[config.mk]
export PLATFORM = sky130hd
export DESIGN_NAME = cache_sa_top
export DESIGN_NICKNAME = d
export VERILOG_FILES = /design/src/rtl/cache_pkg.sv /design/src/rtl/cache_way_match.sv /design/src/rtl/cache_recency_update.sv /design/src/rtl/cache_victim_pick.sv /design/src/rtl/cache_sa_top.sv
export SDC_FILE = /design/constraint.sdc
export NUM_CORES = 1
export LEC_CHECK = 0
export BUFFER_PORTS_ARGS = -buffer_cell sky130_fd_sc_hd__buf_2
export CORE_AREA = 3 3 143 145
export DETAILED_ROUTE_END_ITERATION = 16
export DIE_AREA = 0 0 146 148
export PLACE_DENSITY = 0.79
export SKIP_LAST_GASP = 1
export SLEW_MARGIN = 20
export SYNTH_ARGS = -nofsm -noshare
export SYNTH_HDL_FRONTEND = slang
export SYNTH_SLANG_ARGS = --single-unit
[constraint.sdc]
create_clock -name clk -period 3.4 [get_ports clk]
set_input_delay 0.34 -clock clk [delete_from_list [all_inputs] [get_ports clk]]
set_output_delay 0.34 -clock clk [all_outputs]
set_load 0.1 [all_outputs]
[src/rtl/cache_pkg.sv]
package cache_pkg;

    typedef enum logic [1:0] {
        ST_IDLE   = 2'd0,
        ST_WRBACK = 2'd1,
        ST_REFILL = 2'd2
    } cache_state_e;

    localparam int LFSR_W = 8;

endpackage

[src/rtl/cache_way_match.sv]
module cache_way_match #(
    parameter int WAYS  = 2,
    parameter int WAY_W = 1,
    parameter int TAG_W = 5
) (
    input  logic [WAYS-1:0]            valid_i,
    input  logic [WAYS-1:0][TAG_W-1:0] tags_i,
    input  logic [TAG_W-1:0]           tag_i,
    output logic [WAYS-1:0]            hit_vec_o,
    output logic                       hit_o,
    output logic [WAY_W-1:0]           hit_way_o
);

    genvar g;
    generate
        for (g = 0; g < WAYS; g++) begin : g_cmp
            assign hit_vec_o[g] = valid_i[g] && (tags_i[g] == tag_i);
        end
    endgenerate

    assign hit_o = |hit_vec_o;

    always_comb begin
        hit_way_o = '0;
        for (int w = WAYS - 1; w >= 0; w--) begin
            if (hit_vec_o[w]) begin
                hit_way_o = WAY_W'(w);
            end
        end
    end

endmodule

[src/rtl/cache_recency_update.sv]
module cache_recency_update #(
    parameter int WAYS  = 2,
    parameter int WAY_W = 1,
    parameter int AGE_W = 1
) (
    input  logic [WAYS-1:0][AGE_W-1:0] age_i,
    input  logic [WAY_W-1:0]           use_way_i,
    output logic [WAYS-1:0][AGE_W-1:0] age_o
);

    localparam logic [AGE_W-1:0] AGE_MAX = AGE_W'(WAYS - 1);

    logic [AGE_W-1:0] ref_age;

    always_comb begin
        ref_age = age_i[use_way_i];
        for (int w = 0; w < WAYS; w++) begin
            if (WAY_W'(w) == use_way_i) begin
                age_o[w] = '0;
            end else if ((age_i[w] <= ref_age) && (age_i[w] != AGE_MAX)) begin
                age_o[w] = age_i[w] + 1'b1;
            end else begin
                age_o[w] = age_i[w];
            end
        end
    end

endmodule

[src/rtl/cache_victim_pick.sv]
module cache_victim_pick
    import cache_pkg::*;
#(
    parameter int WAYS        = 2,
    parameter int WAY_W       = 1,
    parameter int AGE_W       = 1,
    parameter bit RANDOM_REPL = 1'b0
) (
    input  logic                       clk,
    input  logic                       rst_n,
    input  logic [WAYS-1:0]            valid_i,
    input  logic [WAYS-1:0][AGE_W-1:0] age_i,
    output logic [WAY_W-1:0]           victim_o
);

    logic [WAY_W-1:0] full_pick;

    generate
        if (RANDOM_REPL) begin : g_rand
            logic [LFSR_W-1:0] lfsr_d, lfsr_q;
            always_comb begin
                lfsr_d = {lfsr_q[LFSR_W-2:0],
                          lfsr_q[7] ^ lfsr_q[5] ^ lfsr_q[4] ^ lfsr_q[3]};
            end
            always_ff @(posedge clk) begin
                if (!rst_n) lfsr_q <= LFSR_W'(1);
                else        lfsr_q <= lfsr_d;
            end
            assign full_pick = lfsr_q[WAY_W-1:0];
            logic unused_age;
            assign unused_age = ^age_i;
        end else begin : g_age
            logic [AGE_W-1:0] best_age;
            always_comb begin
                full_pick = '0;
                best_age  = age_i[0];
                for (int w = 1; w < WAYS; w++) begin
                    if (age_i[w] > best_age) begin
                        best_age  = age_i[w];
                        full_pick = WAY_W'(w);
                    end
                end
            end
        end
    endgenerate

    always_comb begin
        victim_o = full_pick;
        for (int w = WAYS - 1; w >= 0; w--) begin
            if (!valid_i[w]) begin
                victim_o = WAY_W'(w);
            end
        end
    end

    AST_INVALID_FIRST: assert property (@(posedge clk) disable iff (!rst_n)
        (!(&valid_i)) |-> !valid_i[victim_o]);

endmodule

[src/rtl/cache_sa_top.sv]
module cache_sa_top
    import cache_pkg::*;
#(
    parameter int ADDR_W      = 8,
    parameter int LINE_W      = 3,
    parameter int WAY_W       = 1,
    parameter int OFF_W       = 1,
    parameter bit RANDOM_REPL = 1'b0,
    localparam int BADDR_W    = ADDR_W - OFF_W,
    localparam int BLK_W      = 8 << OFF_W
) (
    input  logic               clk,
    input  logic               rst_n,
    input  logic               cpu_req,
    input  logic               cpu_we,
    input  logic [ADDR_W-1:0]  cpu_addr,
    input  logic [7:0]         cpu_wdata,
    output logic [7:0]         cpu_rdata,
    output logic               cpu_ready,
    output logic               mem_req,
    output logic               mem_we,
    output logic [BADDR_W-1:0] mem_addr,
    output logic [BLK_W-1:0]   mem_wdata,
    input  logic [BLK_W-1:0]   mem_rdata,
    input  logic               mem_ack
);

    localparam int WAYS  = 1 << WAY_W;
    localparam int LINES = 1 << LINE_W;
    localparam int SET_W = LINE_W - WAY_W;
    localparam int TAG_W = ADDR_W - SET_W - OFF_W;
    localparam int AGE_W = WAY_W;

    typedef struct packed {
        cache_state_e                   st;
        logic [WAY_W-1:0]               vway;
        logic [LINES-1:0]               valid;
        logic [LINES-1:0]               dirty;
        logic [LINES-1:0][TAG_W-1:0]    tag;
        logic [LINES-1:0][BLK_W-1:0]    data;
        logic [LINES-1:0][AGE_W-1:0]    age;
    } cache_rec_t;

    cache_rec_t s_d, s_q;

    logic [OFF_W-1:0]             off_f;
    logic [SET_W-1:0]             set_f;
    logic [TAG_W-1:0]             tag_f;
    logic [WAYS-1:0]              set_valid;
    logic [WAYS-1:0][TAG_W-1:0]   set_tag;
    logic [WAYS-1:0][AGE_W-1:0]   set_age;
    logic [WAYS-1:0][AGE_W-1:0]   set_age_new;
    logic [WAYS-1:0]              hit_vec;
    logic                         hit;
    logic [WAY_W-1:0]             hit_way;
    logic [WAY_W-1:0]             victim;
    logic [LINE_W-1:0]            hline;
    logic [LINE_W-1:0]            vline;
    logic [LINE_W-1:0]            nline;

    assign off_f = cpu_addr[OFF_W-1:0];
    assign set_f = cpu_addr[OFF_W +: SET_W];
    assign tag_f = cpu_addr[ADDR_W-1 -: TAG_W];

    always_comb begin
        for (int w = 0; w < WAYS; w++) begin
            set_valid[w] = s_q.valid[{set_f, WAY_W'(w)}];
            set_tag[w]   = s_q.tag[{set_f, WAY_W'(w)}];
            set_age[w]   = s_q.age[{set_f, WAY_W'(w)}];
        end
    end

    cache_way_match #(
        .WAYS (WAYS),
        .WAY_W(WAY_W),
        .TAG_W(TAG_W)
    ) u_match (
        .valid_i  (set_valid),
        .tags_i   (set_tag),
        .tag_i    (tag_f),
        .hit_vec_o(hit_vec),
        .hit_o    (hit),
        .hit_way_o(hit_way)
    );

    cache_recency_update #(
        .WAYS (WAYS),
        .WAY_W(WAY_W),
        .AGE_W(AGE_W)
    ) u_recency (
        .age_i    (set_age),
        .use_way_i(hit_way),
        .age_o    (set_age_new)
    );

    cache_victim_pick #(
        .WAYS       (WAYS),
        .WAY_W      (WAY_W),
        .AGE_W      (AGE_W),
        .RANDOM_REPL(RANDOM_REPL)
    ) u_victim (
        .clk     (clk),
        .rst_n   (rst_n),
        .valid_i (set_valid),
        .age_i   (set_age),
        .victim_o(victim)
    );

    assign hline = {set_f, hit_way};
    assign vline = {set_f, s_q.vway};
    assign nline = {set_f, victim};

    assign cpu_rdata = s_q.data[hline][{off_f, 3'b000} +: 8];
    assign mem_wdata = s_q.data[vline];

    always_comb begin
        s_d       = s_q;
        cpu_ready = 1'b0;
        mem_req   = 1'b0;
        mem_we    = 1'b0;
        mem_addr  = cpu_addr[ADDR_W-1:OFF_W];
        unique case (s_q.st)
            ST_IDLE: begin
                if (cpu_req) begin
                    if (hit) begin
                        cpu_ready = 1'b1;
                        for (int w = 0; w < WAYS; w++) begin
                            s_d.age[{set_f, WAY_W'(w)}] = set_age_new[w];
                        end
                        if (cpu_we) begin
                            s_d.data[hline][{off_f, 3'b000} +: 8] = cpu_wdata;
                            s_d.dirty[hline] = 1'b1;
                        end
                    end else begin
                        s_d.vway = victim;
                        if (s_q.valid[nline] && s_q.dirty[nline]) begin
                            s_d.st = ST_WRBACK;
                        end else begin
                            s_d.st = ST_REFILL;
                        end
                    end
                end
            end
            ST_WRBACK: begin
                mem_req  = 1'b1;
                mem_we   = 1'b1;
                mem_addr = {s_q.tag[vline], set_f};
                if (mem_ack) begin
                    s_d.dirty[vline] = 1'b0;
                    s_d.st           = ST_REFILL;
                end
            end
            ST_REFILL: begin
                mem_req = 1'b1;
                if (mem_ack) begin
                    s_d.valid[vline] = 1'b1;
                    s_d.dirty[vline] = 1'b0;
                    s_d.tag[vline]   = tag_f;
                    s_d.data[vline]  = mem_rdata;
                    s_d.st           = ST_IDLE;
                end
            end
            default: begin
                s_d.st = ST_IDLE;
            end
        endcase
    end

    always_ff @(posedge clk) begin
        if (!rst_n) s_q <= '0;
        else        s_q <= s_d;
    end

    AST_ONE_HIT: assert property (@(posedge clk) disable iff (!rst_n)
        cpu_req |-> $onehot0(hit_vec));

    AST_REQ_HELD: assert property (@(posedge clk) disable iff (!rst_n)
        (mem_req && !mem_ack) |=> (mem_req && $stable(mem_addr) && $stable(mem_we) && $stable(mem_wdata)));

    AST_WB_BEFORE_FILL: assert property (@(posedge clk) disable iff (!rst_n)
        (mem_req && mem_we && mem_ack) |=> (mem_req && !mem_we));

    AST_READY_QUIET_MEM: assert property (@(posedge clk) disable iff (!rst_n)
        cpu_ready |-> !mem_req);

    AST_REPLAY_HITS: assert property (@(posedge clk) disable iff (!rst_n)
        (mem_req && !mem_we && mem_ack && cpu_req) |=> cpu_ready);

endmodule

# Word-level counts from Yosys, hierarchy flattened
# Cells that the tools add are included.
# classes
n_eq_ne	10
n_shift	3
div	0
magnitude_cmp	13
n_reduce_logical	20
n_addsub	3
mul	0
mux	74
n_bitwise	7
# ops
cell	count
136-bit two-way mux	2
128-bit bitwise mux	2
128-bit one-hot mux with 2 select lines	1
176-bit two-way mux	1
128-bit two-way mux	1
16-bit binary-select mux with 3-bit select	2
16-bit demux with 3-bit select	2
16-bit two-way mux	4
40-bit bitwise mux	1
8-bit two-way mux	4
1-bit two-way mux	26
8-bit one-hot mux with 3 select lines	1
5-bit binary-select mux with 2-bit select	2
3-bit by 4-bit less-than comparator with 1-bit output, second input constant	5
5-bit two-way mux	4
8-bit bitwise mux	2
8-bit bitwise OR	2
8-bit by 6-bit variable shift with 16-bit output, first input constant	1
16-bit by 5-bit variable part select with 8-bit output	1
8-bit by 6-bit variable part select with 16-bit output	1
5-bit binary-select mux with 3-bit select	1
5-bit demux with 3-bit select	1
3-bit by 1-bit greater-or-equal comparator with 1-bit output, second input constant	4
2-bit != test, second input constant	6
other kinds (29)	53
# totals
in_bits	37
latchBits	0
n_memories	0
elab_cells	158
reg_bits	195
mem_bits_ro	0
mem_bits_rw	0

# Longest topological paths before layout
# logic_depth
ltp_word	17
ltp_mapped	13
mapped_depth_nobuf	8

# By module
# From an unflattened synthesis, not the netlist that was laid out.
# hier_totals
hier_cells	1379
area_unflattened_um2	11721.2
# modules_own_cells
mod	cells_each	instances	area_each_um2
cache_sa_top	1358	1	11573.6
cache_way_match	17	1	126.4
cache_victim_pick	2	1	13.8
cache_recency_update	2	1	7.5

# Worst setup path after synthesis
# Ideal clock, no wire load.
# synth_timing
path_kind	input port to output port
startpoint	in cpu_addr[1]
endpoint	out cpu_rdata[6]
t_arrival_ns	4.669
path_stages	10
path_slack_ns	-1.609
n_path_buf	2
cell_sequence	buf_6 > mux4_1 > xnor2_1 > nand4_1 > o21bai_1 > clkbuf_1 > nand2_1 > mux2i_1 > and3_1 > a221oi_1
# synth_via
elab_chain_len	9
word_cells_on_any_way	17
classes_between	eq/ne (2); shift (1); mux (12); reduce/logical (2)
# synth_rtl
element	line_no	source
start, declared	cache_sa_top.sv:16	input logic [ADDR_W-1:0] cpu_addr,
5-bit binary-select mux with 2-bit select	cache_sa_top.sv:68	set_tag[w] = s_q.tag[{set_f, WAY_W'(w)}];
5-bit two-way mux (implied by the code)	cache_sa_top.sv:68	
5-bit equality test	cache_way_match.sv:17	assign hit_vec_o[g] = valid_i[g] && (tags_i[g] == tag_i);
1-bit logical AND	cache_way_match.sv:17	
1-bit two-way mux (2 in a row)	cache_way_match.sv:26	if (hit_vec_o[w]) begin
16-bit binary-select mux with 3-bit select *	cache_sa_top.sv:113	assign cpu_rdata = s_q.data[hline][{off_f, 3'b000} +: 8];
16-bit two-way mux (implied by the code) *	cache_sa_top.sv:113	
16-bit by 5-bit variable part select with 8-bit output *	cache_sa_top.sv:113	
end, declared	cache_sa_top.sv:18	output logic [7:0] cpu_rdata,
# Every way passes the cells marked *; elsewhere a longest branch is shown, timed or not. The select of a mux whose other input is x is not followed.

# Worst setup path after layout
# layout_timing
startpoint	reg s_q[174] (netlist name)
endpoint	out cpu_rdata[3]
# layout_via
elab_chain_len	9
# layout_rtl
element	line_no	source
start, declared	cache_sa_top.sv:44	cache_rec_t s_d, s_q;
start signal, assigned	cache_sa_top.sv:170	if (!rst_n) s_q <= '0;
start signal, assigned	cache_sa_top.sv:171	else s_q <= s_d;
5-bit binary-select mux with 2-bit select	cache_sa_top.sv:68	
5-bit two-way mux (implied by the code)	cache_sa_top.sv:68	
5-bit equality test	cache_way_match.sv:17	
1-bit logical AND	cache_way_match.sv:17	
1-bit two-way mux (2 in a row)	cache_way_match.sv:26	
16-bit binary-select mux with 3-bit select	cache_sa_top.sv:113	
16-bit two-way mux (implied by the code)	cache_sa_top.sv:113	
16-bit by 5-bit variable part select with 8-bit output	cache_sa_top.sv:113	
# Every way passes these cells. The select of a mux whose other input is x is not followed.

==> metrics.md <==
| Metric | Value |
|---|---|
| Crit end category | primary output |
| CP startpoint kind | register |
| Tightest Hold Check Type | primary input to register |
| Die area | 21610 um2 |
| Switching pwr | 2.040 mW |
| Share of cells above drive strength 1 | 28.14% |
| Max Cap Violations | 0 |
| Final HPWL DP | 30030 um |
| Area Overhead vs Synth | 21.34% |
| CTS H-tree lvls | 4 |
| Root Buffer | clkbuf_16 |
| Fin cells | 1736 |
| Crit Path Class | register to primary output |
| Final setup viols | 7 |
| Part of the Yosys area used for sequential elements | 32.95% |
| Largest regs | s_q: 195 flops |
| Final net count | 1499 |
| First-pass GRT wire length | 69530 um |
| FMAX | 0.2824 GHz |
| Vias in the first global route | 12111 |
| DR vias/cell | 7.318 |
| R2r setup slk | 220 ps |
| Net Sw Frac | 34.51% |
| Ys async rst share | 0% |
| Hold Violations, Final | 0 |
| Pwr per Cell Area | 411.1 nW/um2 |
| RSZ-0062 raised after global routing | true |
| Initial Utilization | 61.28% |
| Core Area | 19330 um2 |
| Vias | 12704 |
| Largest net degree at the start of global routing | 107 |
| CTS tree | done |
| Worst hold margin | 293.0 ps |
| Max VDD drop | 347.1 uV |
| Area contributors post-synth | dfxtp_1 33%, a32oi_1 7.3%, a21oi_1 6.0%, a211oi_2 6.0%, nand2_1 4.3% |
| N_diodes | 0 |
| Routability cong. | 1.008 |
| GR Util All Layers | 40.67% |
| WP data required | 3060 ps |
| Post-Synthesis Net Count | 1431 |
| #FFs+latches synth | 195 |
| Main flop type after synthesis | dfxtp_1 |
| Post-Place Worst Slack | -74.06 ps |
| Failing checks | setup timing |
| Clock buffer depth | 2 |
| YS warnings | 0 |
| Initial antenna violation count | 0 |
| Total Power | 5.909 mW |
| Count of cell types in the netlist | 58 |
| DRT iter0 DRCs | 2215 |
| Most common cell after layout, fill and taps aside | dfxtp_1 |
| Syn_area_per_cell | 8.523 um2 |
| Total negative slack | -684.5 ps |
| Top cell type by total area after synthesis | dfxtp_1 |
| Largest Register | s_q |
| Post-synth EDFFs | 0 |
| DRC viols | 0 |
| Grt ovf | 0 |
| Row count | 51 |
| # port buffers | 70 |
| Placed insts | 1694 |
| I/O pin count | 71 |
| Worst-margin pin slew | 1241 ps |
| Clock Sink Count | 195 |
| Final WL | 45140 um |
| Num CTS Buffers | 17 |
| Die Span Y | 148 um |
| Placed Area | 13520 um2 |
| DR WL/cell | 26.00 um |
| Fin crit share | 104.1% |
| Mapped cell area | 11850 um2 |
| Commonest non-fill, non-tap cells in the layout | 192 x dfxtp_1, 137 x a21oi_1, 136 x nand2_1, 125 x buf_4, 99 x a32oi_1 |
| Core Util, Final | 74.35% |
| Comb pwr share | 23.4% |
| Clk pwr share | 34.7% |
| Cells after Synth | 1390 |
| Relative slew margins | 17.17% |
| CP max FO | 6 |
| Drt pass-1 iters | 7 |
| Skew-Pair Late Insertion Delay | 440 ps |
| Die W | 146 um |
| Worst Path Arrival | 3200 ps |
| Final instance area | 14380 um2 |
| Worst Skew | 14.87 ps |
| Tmin final | 3541 ps |
| Hold Buf Count CTS | 0 |
| Max reg flops | 195 |
| P_int | 3.870 mW |
| Share of the synthesized area in the top cell type | 32.95% |
| P_leak | 4.823 nW |
| Status | finished with violations |
| Slew Limit Fails | 0 |
| Worst-path clk slew | 80 ps |
| Reg power frac | 41.9% |
| Final worst slack | -140.7 ps |
| Post-DRT Antenna Nets | 0 |
==> power by group through the flow <==
stage                     clock, mW  sequential (mW)  combinational, mW
final                          2.05             2.48               1.38
after global routing           2.14             2.48               1.44
after CTS                      2.05             2.47               1.33
after detailed placement          0             2.52               1.32
after global placement            0             2.52               1.30
after floorplan                   0             2.49              0.887
==> logic make-up after synthesis <==
kind of cell / after synthesis / share of synthesized area, %
compound gates: 519 / 33.92
flops: 195 / 32.95
xor+xnor: 10 / 0.7392
simple gates: 400 / 15.46
mux: 85 / 9.727
fa+ha+maj: 4 / 0.4224
buf+inv: 177 / 6.780
==> layout make-up <==
| class | count | area, um2 |
|---|---|---|
| clock buffer | 18 | 439.2 |
| clock inverter | 14 | 166.4 |
| fill | 1443 | 4959 |
| inverter | 11 | 46.29 |
| multi-input combinational | 1018 | 7501 |
| sequential | 195 | 3908 |
| tap | 265 | 331.6 |
| timing repair buffer | 215 | 1984 |
==> worst max-delay path, stage by stage, from the launching register on <==
cell and delay [ps]:
dfxtp_1 320, mux4_2 530, xnor2_2 140, nand2_1 100
or3_4 410, buf_6 130, nor3_4 190, buf_12 150
a22oi_2 70, o221ai_1 190, buf_4 160, and3_4 190
buf_12 170
==> cell usage after synthesis (7+ instances only) <==
library cell	number
a221oi_1	37
mux2i_1	48
o31ai_1	12
and3_1	16
nor2b_1	42
a21oi_1	143
clkbuf_1	100
buf_2	18
nor3_1	37
buf_4	13
inv_1	10
mux4_2	16
a22oi_1	11
buf_1	26
dfxtp_1	195
o211ai_1	15
nor2_1	98
buf_6	9
o221ai_1	7
a32oi_1	99
a211oi_1	47
nand2_1	137
xnor2_1	10
and2_1	19
o21ai_0	38
a211oi_2	57
nand3_1	34
mux2_2	16
==> what timing repair did <==
| item | CTS | global route |
|---|---|---|
| setup endpoints to repair | 7 | 8 |
| pin swaps | 12 | 17 |
| cloned | 1 | 0 |
| buffers inserted | 10 | 4 |
| gates resized for setup | 23 | 18 |
==> metal layers <==
| layer | global-route usage (%) | part of all wire (%) | up-vias |
|---|---|---|---|
| li1 | - | - | 5459 |
| met5 | 0 | 0 | - |
| met2 | 61.46 | 44 | 1068 |
| met4 | 19.00 | 5.1 | 0 |
| met3 | 13.21 | 14 | 208 |
| met1 | 53.09 | 37 | 5969 |
==> path summary, 6_finish.rpt <==
kind / startpoint / end / depth (start not counted)
max: s_q[174]$_SDFFE_PN0P_ / cpu_rdata[3] / 12
min: cpu_addr[3] / s_q[166]$_SDFFE_PN0P_ / 3
max reg2reg: s_q[174]$_SDFFE_PN0P_ / s_q[99]$_SDFFE_PN0P_ / 12
min reg2reg: s_q[138]$_SDFFE_PN0P_ / s_q[138]$_SDFFE_PN0P_ / 2
No activity file was read; power rests on OpenSTA's default activity.
